**config.mk**
```make
export PLATFORM = sky130hd
export DESIGN_NAME = sgd_desc_front
export DESIGN_NICKNAME = d
export VERILOG_FILES = /design/src/rtl/sgd_front_pkg.sv /design/src/rtl/sgd_stage.sv /design/src/rtl/sgd_desc_fifo.sv /design/src/rtl/sgd_csr.sv /design/src/rtl/sgd_desc_front.sv
export SDC_FILE = /design/constraint.sdc
export NUM_CORES = 2
export LEC_CHECK = 0
export BUFFER_PORTS_ARGS = -buffer_cell sky130_fd_sc_hd__buf_2
export CAP_MARGIN = 0
export CORE_MARGIN = 2
export CORE_UTILIZATION = 60
export DETAILED_ROUTE_END_ITERATION = 10
export PLACE_DENSITY_LB_ADDON = 0.08
export SETUP_SLACK_MARGIN = 0.2
export SLEW_MARGIN = 20
export SYNTH_ARGS = -nofsm -noshare
export SYNTH_HDL_FRONTEND = slang
export SYNTH_HIERARCHICAL = 1
export SYNTH_SLANG_ARGS = --single-unit
export TNS_END_PERCENT = 50
```
**constraint.sdc**
```tcl
create_clock -name clk -period 24.1 [get_ports clk]
set_input_delay 1.205 -clock clk [delete_from_list [all_inputs] [get_ports clk]]
set_output_delay 1.205 -clock clk [all_outputs]
set_load 0.03 [all_outputs]
```
**src/rtl/sgd_front_pkg.sv**
```systemverilog
`timescale 1ns/1ps
package sgd_front_pkg;
   localparam int unsigned WORD_W     = 32;
   localparam int unsigned DESC_WORDS = 8;
   localparam int unsigned DESC_BITS  = WORD_W * DESC_WORDS;
   localparam int unsigned IDX_W      = $clog2(DESC_WORDS);
   // word positions inside a descriptor that logic decodes
   localparam int unsigned SEQ_IDX    = 3;
   localparam int unsigned CTRL_IDX   = 7;
   localparam int unsigned GO_BIT     = 31;
   // descriptor control bits used for interrupt qualification
   localparam int unsigned DC_CMPL_IRQ  = 14;
   localparam int unsigned DC_EARLY_IRQ = 15;
   localparam int unsigned DC_ERR_LO    = 16;
   localparam int unsigned DC_ERR_HI    = 23;
   // register window word indices
   localparam int unsigned CSR_STATUS = 0;
   localparam int unsigned CSR_CTRL   = 1;
   localparam int unsigned CSR_FILL   = 2;
   localparam int unsigned CSR_RFILL  = 3;
   localparam int unsigned CSR_SEQ    = 4;
   // status bits
   localparam int unsigned ST_BUSY      = 0;
   localparam int unsigned ST_EMPTY     = 1;
   localparam int unsigned ST_FULL      = 2;
   localparam int unsigned ST_R_EMPTY   = 3;
   localparam int unsigned ST_R_FULL    = 4;
   localparam int unsigned ST_STOPPED   = 5;
   localparam int unsigned ST_RESETTING = 6;
   localparam int unsigned ST_STOP_ERR  = 7;
   localparam int unsigned ST_STOP_ERLY = 8;
   localparam int unsigned ST_IRQ       = 9;
   // control bits
   localparam int unsigned CT_STOP       = 0;
   localparam int unsigned CT_RESET      = 1;
   localparam int unsigned CT_STOP_ERR   = 2;
   localparam int unsigned CT_STOP_ERLY  = 3;
   localparam int unsigned CT_IRQ_EN     = 4;
   localparam int unsigned CT_STOP_FETCH = 5;
   localparam int unsigned CT_W          = 6;

   typedef logic [WORD_W-1:0] word_t;

   // interrupt qualifiers carried with the in-progress descriptor
   typedef struct packed {
      logic err_any;
      logic early_en;
      logic cmpl_en;
   } irq_qual_t;
endpackage

```
**src/rtl/sgd_stage.sv**
```systemverilog
`timescale 1ns/1ps
module sgd_stage
   import sgd_front_pkg::*;
#(
   parameter int unsigned NWORDS = DESC_WORDS
) (
   input  logic                     clk,
   input  logic                     rst_n,
   input  logic                     clear,
   input  logic                     wr_en,
   input  logic [IDX_W-1:0]         wr_idx,
   input  word_t                    wr_data,
   output logic                     commit,
   output logic [NWORDS*WORD_W-1:0] entry
);
   localparam int unsigned     LAST_I = NWORDS - 1;
   localparam logic [IDX_W-1:0] LAST  = IDX_W'(LAST_I);

   // only the final word with its go bit launches the entry
   assign commit = wr_en && (wr_idx == LAST) && wr_data[GO_BIT];

   for (genvar g = 0; g < LAST_I; g++) begin : g_word
      word_t word_q;
      always_ff @(posedge clk or negedge rst_n) begin
         if (!rst_n)                                word_q <= '0;
         else if (clear)                            word_q <= '0;
         else if (wr_en && wr_idx == IDX_W'(g))     word_q <= wr_data;
      end
      assign entry[g*WORD_W +: WORD_W] = word_q;
   end

   // control word bypasses staging so the commit is atomic in one cycle
   assign entry[LAST_I*WORD_W +: WORD_W] = wr_data;
endmodule

```
**src/rtl/sgd_desc_fifo.sv**
```systemverilog
`timescale 1ns/1ps
module sgd_desc_fifo #(
   parameter int unsigned WIDTH = 256,
   parameter int unsigned DEPTH = 8,
   localparam int unsigned AW   = (DEPTH > 1) ? $clog2(DEPTH) : 1,
   localparam int unsigned CW   = $clog2(DEPTH + 1)
) (
   input  logic             clk,
   input  logic             rst_n,
   input  logic             flush,
   input  logic             push,
   input  logic             pop,
   input  logic [WIDTH-1:0] din,
   output logic [WIDTH-1:0] dout,
   output logic [CW-1:0]    count,
   output logic             empty,
   output logic             full
);
   logic [WIDTH-1:0] mem [DEPTH];
   logic [AW-1:0]    wr_ptr, rd_ptr, wr_nxt, rd_nxt;
   logic             push_ok, pop_ok;

   assign full    = (count == CW'(DEPTH));
   assign empty   = (count == '0);
   assign push_ok = push && !full && !flush;
   assign pop_ok  = pop && !empty && !flush;
   assign dout    = mem[rd_ptr];

   if (DEPTH == (1 << AW)) begin : g_pow2
      assign wr_nxt = wr_ptr + 1'b1;
      assign rd_nxt = rd_ptr + 1'b1;
   end else begin : g_mod
      assign wr_nxt = (wr_ptr == AW'(DEPTH - 1)) ? '0 : wr_ptr + 1'b1;
      assign rd_nxt = (rd_ptr == AW'(DEPTH - 1)) ? '0 : rd_ptr + 1'b1;
   end

   always_ff @(posedge clk) begin
      if (push_ok) mem[wr_ptr] <= din;
   end

   always_ff @(posedge clk or negedge rst_n) begin
      if (!rst_n) begin
         wr_ptr <= '0;
         rd_ptr <= '0;
         count  <= '0;
      end else if (flush) begin
         wr_ptr <= '0;
         rd_ptr <= '0;
         count  <= '0;
      end else begin
         if (push_ok) wr_ptr <= wr_nxt;
         if (pop_ok)  rd_ptr <= rd_nxt;
         case ({push_ok, pop_ok})
            2'b10:   count <= count + 1'b1;
            2'b01:   count <= count - 1'b1;
            default: count <= count;
         endcase
      end
   end

   // a commit against a full queue is dropped
   a_r4_drop_when_full : assert property (@(posedge clk) disable iff (!rst_n)
      (push && full && !pop && !flush) |=> (count == $past(count)));
   // occupancy never exceeds the configured depth
   a_r4_count_bound : assert property (@(posedge clk) disable iff (!rst_n)
      count <= CW'(DEPTH));
endmodule

```
**src/rtl/sgd_csr.sv**
```systemverilog
`timescale 1ns/1ps
module sgd_csr
   import sgd_front_pkg::*;
#(
   parameter int unsigned CW           = 4,
   parameter int unsigned RESET_CYCLES = 16
) (
   input  logic        clk,
   input  logic        rst_n,
   input  logic [2:0]  c_addr,
   input  logic        c_wr_en,
   input  word_t       c_wr_data,
   input  logic [CW-1:0] fifo_count,
   input  logic        fifo_empty,
   input  logic        fifo_full,
   input  logic        pop_fire,
   input  irq_qual_t   head_qual,
   input  logic [15:0] head_seq,
   input  logic        mv_done,
   input  logic        mv_err,
   input  logic        mv_early,
   input  logic        resp_empty,
   input  logic        resp_full,
   output word_t       c_rd_data,
   output logic        rst_start,
   output logic        resetting,
   output logic        pop_allow,
   output logic        busy,
   output logic        irq
);
   localparam int unsigned RCW = $clog2(RESET_CYCLES + 1);

   logic [RCW-1:0]  rst_cnt_q;
   logic [CT_W-1:0] ctl_q;
   logic            inprog_q, st_err_q, st_early_q, irq_q;
   irq_qual_t       cur_qual_q;
   logic [15:0]     cur_seq_q, rseq_q, wseq_q;
   logic            wr_status, wr_ctl, done_ok, stopped;
   logic            irq_hit;
   logic            unused_wr_bits;

   assign unused_wr_bits = ^{c_wr_data[31:10], c_wr_data[6]};

   assign resetting = (rst_cnt_q != '0);
   assign wr_status = c_wr_en && (c_addr == 3'(CSR_STATUS)) && !resetting;
   assign wr_ctl    = c_wr_en && (c_addr == 3'(CSR_CTRL))   && !resetting;
   assign rst_start = wr_ctl && c_wr_data[CT_RESET];
   assign done_ok   = mv_done && inprog_q && !resetting;

   assign irq_hit = done_ok && (cur_qual_q.cmpl_en ||
                                (mv_err && cur_qual_q.err_any) ||
                                (mv_early && cur_qual_q.early_en));

   always_ff @(posedge clk or negedge rst_n) begin
      if (!rst_n) begin
         rst_cnt_q  <= '0;
         ctl_q      <= '0;
         inprog_q   <= 1'b0;
         st_err_q   <= 1'b0;
         st_early_q <= 1'b0;
         irq_q      <= 1'b0;
         cur_qual_q <= '0;
         cur_seq_q  <= '0;
         rseq_q     <= '0;
         wseq_q     <= '0;
      end else if (rst_start || resetting) begin
         rst_cnt_q  <= rst_start ? RCW'(RESET_CYCLES) : rst_cnt_q - 1'b1;
         ctl_q      <= '0;
         inprog_q   <= 1'b0;
         st_err_q   <= 1'b0;
         st_early_q <= 1'b0;
         irq_q      <= 1'b0;
         cur_qual_q <= '0;
         cur_seq_q  <= '0;
         rseq_q     <= '0;
         wseq_q     <= '0;
      end else begin
         if (wr_ctl)
            ctl_q <= {c_wr_data[CT_STOP_FETCH:CT_STOP_ERR], 1'b0, c_wr_data[CT_STOP]};
         if (pop_fire) begin
            inprog_q   <= 1'b1;
            cur_qual_q <= head_qual;
            cur_seq_q  <= head_seq;
            rseq_q     <= head_seq;
         end else if (done_ok) begin
            inprog_q <= 1'b0;
            wseq_q   <= cur_seq_q;
         end
         st_err_q   <= (done_ok && mv_err && ctl_q[CT_STOP_ERR]) ||
                       (st_err_q && !(wr_status && c_wr_data[ST_STOP_ERR]));
         st_early_q <= (done_ok && mv_early && ctl_q[CT_STOP_ERLY]) ||
                       (st_early_q && !(wr_status && c_wr_data[ST_STOP_ERLY]));
         irq_q      <= irq_hit || (irq_q && !(wr_status && c_wr_data[ST_IRQ]));
      end
   end

   assign stopped   = (ctl_q[CT_STOP] || ctl_q[CT_STOP_FETCH]) && !inprog_q;
   assign pop_allow = !inprog_q && !ctl_q[CT_STOP] && !ctl_q[CT_STOP_FETCH] &&
                      !st_err_q && !st_early_q && !resetting;
   assign busy      = !fifo_empty || inprog_q;
   assign irq       = irq_q && ctl_q[CT_IRQ_EN];

   always_comb begin
      c_rd_data = '0;
      case (c_addr)
         3'(CSR_STATUS): begin
            c_rd_data[ST_BUSY]      = busy;
            c_rd_data[ST_EMPTY]     = fifo_empty;
            c_rd_data[ST_FULL]      = fifo_full;
            c_rd_data[ST_R_EMPTY]   = resp_empty;
            c_rd_data[ST_R_FULL]    = resp_full;
            c_rd_data[ST_STOPPED]   = stopped;
            c_rd_data[ST_RESETTING] = resetting;
            c_rd_data[ST_STOP_ERR]  = st_err_q;
            c_rd_data[ST_STOP_ERLY] = st_early_q;
            c_rd_data[ST_IRQ]       = irq_q;
         end
         3'(CSR_CTRL):  c_rd_data = {{(WORD_W-CT_W){1'b0}}, ctl_q};
         3'(CSR_FILL):  c_rd_data = {16'(fifo_count), 16'(fifo_count)};
         3'(CSR_RFILL): c_rd_data = '0;
         3'(CSR_SEQ):   c_rd_data = {wseq_q, rseq_q};
         default:       c_rd_data = '0;
      endcase
   end

   // a reset request always opens the resetting window
   a_r10_reset_opens : assert property (@(posedge clk) disable iff (!rst_n)
      rst_start |=> resetting);
   // stop-on-error flag persists until written with one
   a_r8_err_sticky : assert property (@(posedge clk) disable iff (!rst_n)
      (st_err_q && !(wr_status && c_wr_data[ST_STOP_ERR]) && !rst_start) |=> st_err_q);
   // pending interrupt persists until written with one
   a_r9_irq_sticky : assert property (@(posedge clk) disable iff (!rst_n)
      (irq_q && !(wr_status && c_wr_data[ST_IRQ]) && !rst_start) |=> irq_q);
endmodule

```
**src/rtl/sgd_desc_front.sv**
```systemverilog
`timescale 1ns/1ps
module sgd_desc_front
   import sgd_front_pkg::*;
#(
   parameter int unsigned DEPTH        = 8,
   parameter int unsigned RESET_CYCLES = 16
) (
   input  logic                 clk,
   input  logic                 rst_n,
   input  logic                 d_wr_en,
   input  logic [IDX_W-1:0]     d_wr_idx,
   input  logic [WORD_W-1:0]    d_wr_data,
   input  logic [2:0]           c_addr,
   input  logic                 c_wr_en,
   input  logic [WORD_W-1:0]    c_wr_data,
   output logic [WORD_W-1:0]    c_rd_data,
   output logic                 q_valid,
   input  logic                 q_pop,
   output logic [DESC_BITS-1:0] q_desc,
   input  logic                 mv_done,
   input  logic                 mv_err,
   input  logic                 mv_early,
   input  logic                 resp_empty,
   input  logic                 resp_full,
   output logic                 busy,
   output logic                 irq
);
   localparam int unsigned CW = $clog2(DEPTH + 1);

   if (DEPTH < 2 || DEPTH > 1024) begin : g_bad_depth
      $error("DEPTH must lie in 2..1024");
   end
   if (RESET_CYCLES < 1 || RESET_CYCLES > 65535) begin : g_bad_rst
      $error("RESET_CYCLES must lie in 1..65535");
   end

   logic                 commit, flush, rst_start, resetting, pop_allow, pop_fire;
   logic                 fifo_empty, fifo_full;
   logic [CW-1:0]        fill;
   logic [DESC_BITS-1:0] staged, head;
   word_t                head_ctl;
   irq_qual_t            head_qual;

   assign flush = rst_start || resetting;

   sgd_stage #(.NWORDS(DESC_WORDS)) u_stage (
      .clk     (clk),
      .rst_n   (rst_n),
      .clear   (flush),
      .wr_en   (d_wr_en && !flush),
      .wr_idx  (d_wr_idx),
      .wr_data (d_wr_data),
      .commit  (commit),
      .entry   (staged)
   );

   sgd_desc_fifo #(.WIDTH(DESC_BITS), .DEPTH(DEPTH)) u_fifo (
      .clk   (clk),
      .rst_n (rst_n),
      .flush (flush),
      .push  (commit),
      .pop   (pop_fire),
      .din   (staged),
      .dout  (head),
      .count (fill),
      .empty (fifo_empty),
      .full  (fifo_full)
   );

   assign head_ctl           = head[CTRL_IDX*WORD_W +: WORD_W];
   assign head_qual.cmpl_en  = head_ctl[DC_CMPL_IRQ];
   assign head_qual.early_en = head_ctl[DC_EARLY_IRQ];
   assign head_qual.err_any  = |head_ctl[DC_ERR_HI:DC_ERR_LO];

   sgd_csr #(.CW(CW), .RESET_CYCLES(RESET_CYCLES)) u_csr (
      .clk        (clk),
      .rst_n      (rst_n),
      .c_addr     (c_addr),
      .c_wr_en    (c_wr_en),
      .c_wr_data  (c_wr_data),
      .fifo_count (fill),
      .fifo_empty (fifo_empty),
      .fifo_full  (fifo_full),
      .pop_fire   (pop_fire),
      .head_qual  (head_qual),
      .head_seq   (head[SEQ_IDX*WORD_W +: 16]),
      .mv_done    (mv_done),
      .mv_err     (mv_err),
      .mv_early   (mv_early),
      .resp_empty (resp_empty),
      .resp_full  (resp_full),
      .c_rd_data  (c_rd_data),
      .rst_start  (rst_start),
      .resetting  (resetting),
      .pop_allow  (pop_allow),
      .busy       (busy),
      .irq        (irq)
   );

   assign q_valid  = !fifo_empty && pop_allow;
   assign q_desc   = head;
   assign pop_fire = q_valid && q_pop;

   // staging-only writes never alter occupancy
   a_r2_stage_only : assert property (@(posedge clk) disable iff (!rst_n)
      (d_wr_en && d_wr_idx != IDX_W'(CTRL_IDX) && !pop_fire && !flush) |=> (fill == $past(fill)));
   // only one descriptor is handed out at a time
   a_r5_single_inflight : assert property (@(posedge clk) disable iff (!rst_n)
      pop_fire |=> !q_valid);
   // a handed-out descriptor keeps the block busy
   a_r6_busy_after_pop : assert property (@(posedge clk) disable iff (!rst_n)
      pop_fire |=> busy);
endmodule

```
==> run metrics <==
status finished, final reports clean; CTS root buf clkbuf_16; Worst R2R Start u_csr/rst_cnt_q[0]$_DFFE_PN0P_; Worst-path clk slew 0.06 ns; top post-synthesis cells by area edfxtp_1 68%, mux4_2 13%, dfrtp_1 7.9%; # Post-CTS Setup Buffers 0; Routed WL per cell 30.64 um; drt total wl 206500 um; Die Ht 391.6 um; kind of critical path register to output pin; cells after synthesis 4126; data required time of the critical path 22.89 ns; DRT Pass-1 Iters 5; Starting Density 60.32%; core area 0.1494 mm^2; Power Dens Cells 80.09 mW/mm^2; TritonCTS clock tree built; Peak Freq 151.5 MHz; Primary FF master, synth edfxtp_1; Max stage delay on crit path 0.93 ns; final net count 4611; critical path, cell by cell buf_12, buf_4, buf_4, mux4_2, mux2_2, buf_2; pre-CTS setup slack 17.14 ns; final hold vios 0; worst-case clock skew 0.02988 ns; crit start category register; Post-synth EDFFs 2048; GP Congestion 0.8005; LEAKAGE 0.03425 uW; Final WS setup 17.50 ns; CP bufs+invs 4; Post-route DRC 0; worst slew pin tran 1.258 ns; max-slew violation count 0; post-synth top area share 68.23%; area of the mapped netlist 0.09013 mm^2; number of max-cap violations 0; first-pass GRT wire length 298400 um; ys async rst share 12.14%; Remaining Overflow, GRT 0; #FFs+latches synth 2331; RSZ-0062 raised after global routing false; hold_buf cts 0; relative slew slack 16.12%; worst vdd ir 0.06998 mV; standard-cell rows 142; total CTS buffers 225; post-CTS sizing 0; Post-DRT Antenna Nets 0; DR vias/cell 6.267; Final period util 27.40%; Crit-path slowest cell dfrtp_4; vias post-DR 42240; Ports 371; total nets after synthesis 4212; port buffer count 347; Critical Path AT 5.40 ns; share of cells above drive strength 1 33.00%; type of destination of the critical path output pin; Die Width 391.6 um; die area 0.1533 mm^2; hpwl dp 106500 um; Final TNS setup 0 ns; final setup vio count 0; vias in the first global route 43190; # H-tree levels 4; largest net degree at the start of global routing 148; utilization after layout 67.76%; GR Util All Layers 27.47%; CP delay by family, top buffers and inverters; Clock Sinks 2331; Yosys Warn Count 6; P&R area growth vs syn 12.33%; PnR Total Power 8109 uW; Skew-Pair Late Insertion Delay 0.84 ns; worst-path fanout max 147; final hold slack 0.3748 ns; post-synthesis sequential area ratio 76.09%; syn avg cell area 21.85 um^2; CP most frequent cell buf_4; minimum clock period 6.603 ns; initial antenna violation count 24; number of library cell types mapped by synthesis 66; Setup crit start u_fifo/rd_ptr[1]$_DFFE_PN0P_; Hold Path Class input port to async pin; Yosys top cell by area edfxtp_1; detailed router's first-iteration violation count 3623; CTS max path bufs 3; Ant. Diodes 0
## power by group
| group | total (uW) | switching [uW] | internal, uW |
|---|---|---|---|
| Combinational | 313 | 231 | 82.3 |
| Sequential | 4350 | 6.26 | 4350 |
| Clock | 3440 | 1450 | 1990 |
## layer usage
layer | vias to the layer above | GRT usage (%) | wire length (um) | share of wire, %
li1 | 17540 | - | - | -
met1 | 22930 | 39.78 | 85480 | 41
met2 | 1491 | 44.07 | 101100 | 49
met3 | 253 | 5.204 | 15710 | 7.6
met4 | 28 | 6.676 | 4109 | 2.0
met5 | - | 0 | 173 | 0.084
## per-stage QoR
step / area [um^2] / instances
final: 101200 / 6740
after global routing: 101200 / 6740
after CTS: 101200 / 6740
after detailed placement: 93940 / 6314
after global placement: 93940 / 6314
after floorplan: 90130 / 4126
## cell usage after synthesis, types with 3 or more instances
master,number
ha_1,5
mux2i_1,256
o21ai_0,6
nand2_1,46
mux4_2,512
nand4bb_1,3
edfxtp_1,2048
and2_1,20
nand3_1,9
xor2_1,3
nor2b_1,3
dfrtp_1,283
nand4b_1,4
mux2_2,256
nor3_1,9
nand2b_1,261
buf_4,70
buf_1,32
a21oi_2,3
nand3b_1,4
a22oi_1,4
xnor2_1,4
clkbuf_1,83
nor2_1,44
inv_1,10
buf_6,15
nor4_1,4
buf_2,55
a21oi_1,29
## placed cells by master (no fill, tap or decap), types with 6 or more instances in the layout
cell / instances
edfxtp_1: 2048
mux4_2: 512
buf_2: 346
dfrtp_1: 280
mux2i_1: 256
mux2_2: 256
nand2b_1: 246
clkbuf_16: 229
clkbuf_1: 74
buf_4: 66
nand2_1: 46
nor2_1: 38
clkinv_1: 35
clkbuf_8: 32
clkinv_2: 29
a21oi_1: 29
and2_1: 20
nand2b_2: 15
bufinv_16: 14
buf_12: 14
inv_1: 10
nand3_1: 9
nor3_1: 7
o21ai_0: 6
nor2_4: 6
## worst paths after layout
| check | to | slack, ns | cells after the start |
|---|---|---|---|
| setup / recovery | q_desc[4] | 17.50 | 6 |
| hold / removal | u_stage/g_word[2].word_q[11]$_DFFE_PN0P_ | 0.37 | 1 |
| hold reg to reg | u_csr/rst_cnt_q[0]$_DFFE_PN0P_ | 0.49 | 1 |
| max in group asynchronous | u_stage/g_word[6].word_q[24]$_DFFE_PN0P_ | 21.62 | 3 |
| setup reg to reg | u_fifo/mem[6][26]$_DFFE_PP_ | 17.84 | 14 |
| min in group clk | u_csr/rst_cnt_q[0]$_DFFE_PN0P_ | 0.49 | 1 |
## registers in the layout, summed over array words and instances (netlist names), 3 cells and up
name                   count
u_csr/rseq_q              16
u_csr/rst_cnt_q            5
u_fifo/count               4
u_fifo/wr_ptr              3
u_csr/cur_qual_q           3
u_stage/g_word.word_q    224
u_csr/ctl_q                5
u_fifo/rd_ptr              3
u_fifo/mem              2048
u_csr/wseq_q              16
## final cells by class
class / instances / area (um^2)
inverter: 11 / 41.29
sequential: 2331 / 68590
multi-input combinational: 1528 / 20250
fill: 9473 / 48170
clock buffer: 335 / 6449
clock inverter: 91 / 855.8
tap: 2016 / 2522
timing repair buffer: 428 / 2534
## logic make-up after synthesis
family | synth area share, %
adders and majority gates | 0.09162
DFF | 76.09
muxes | 18.83
buffers and inverters | 1.606
AOI/OAI and AO/OA | 0.4484
and+or+nand+nor | 2.864
xor gates and xnor gates | 0.06802
Note: power is estimated with default switching activity, not from simulation.
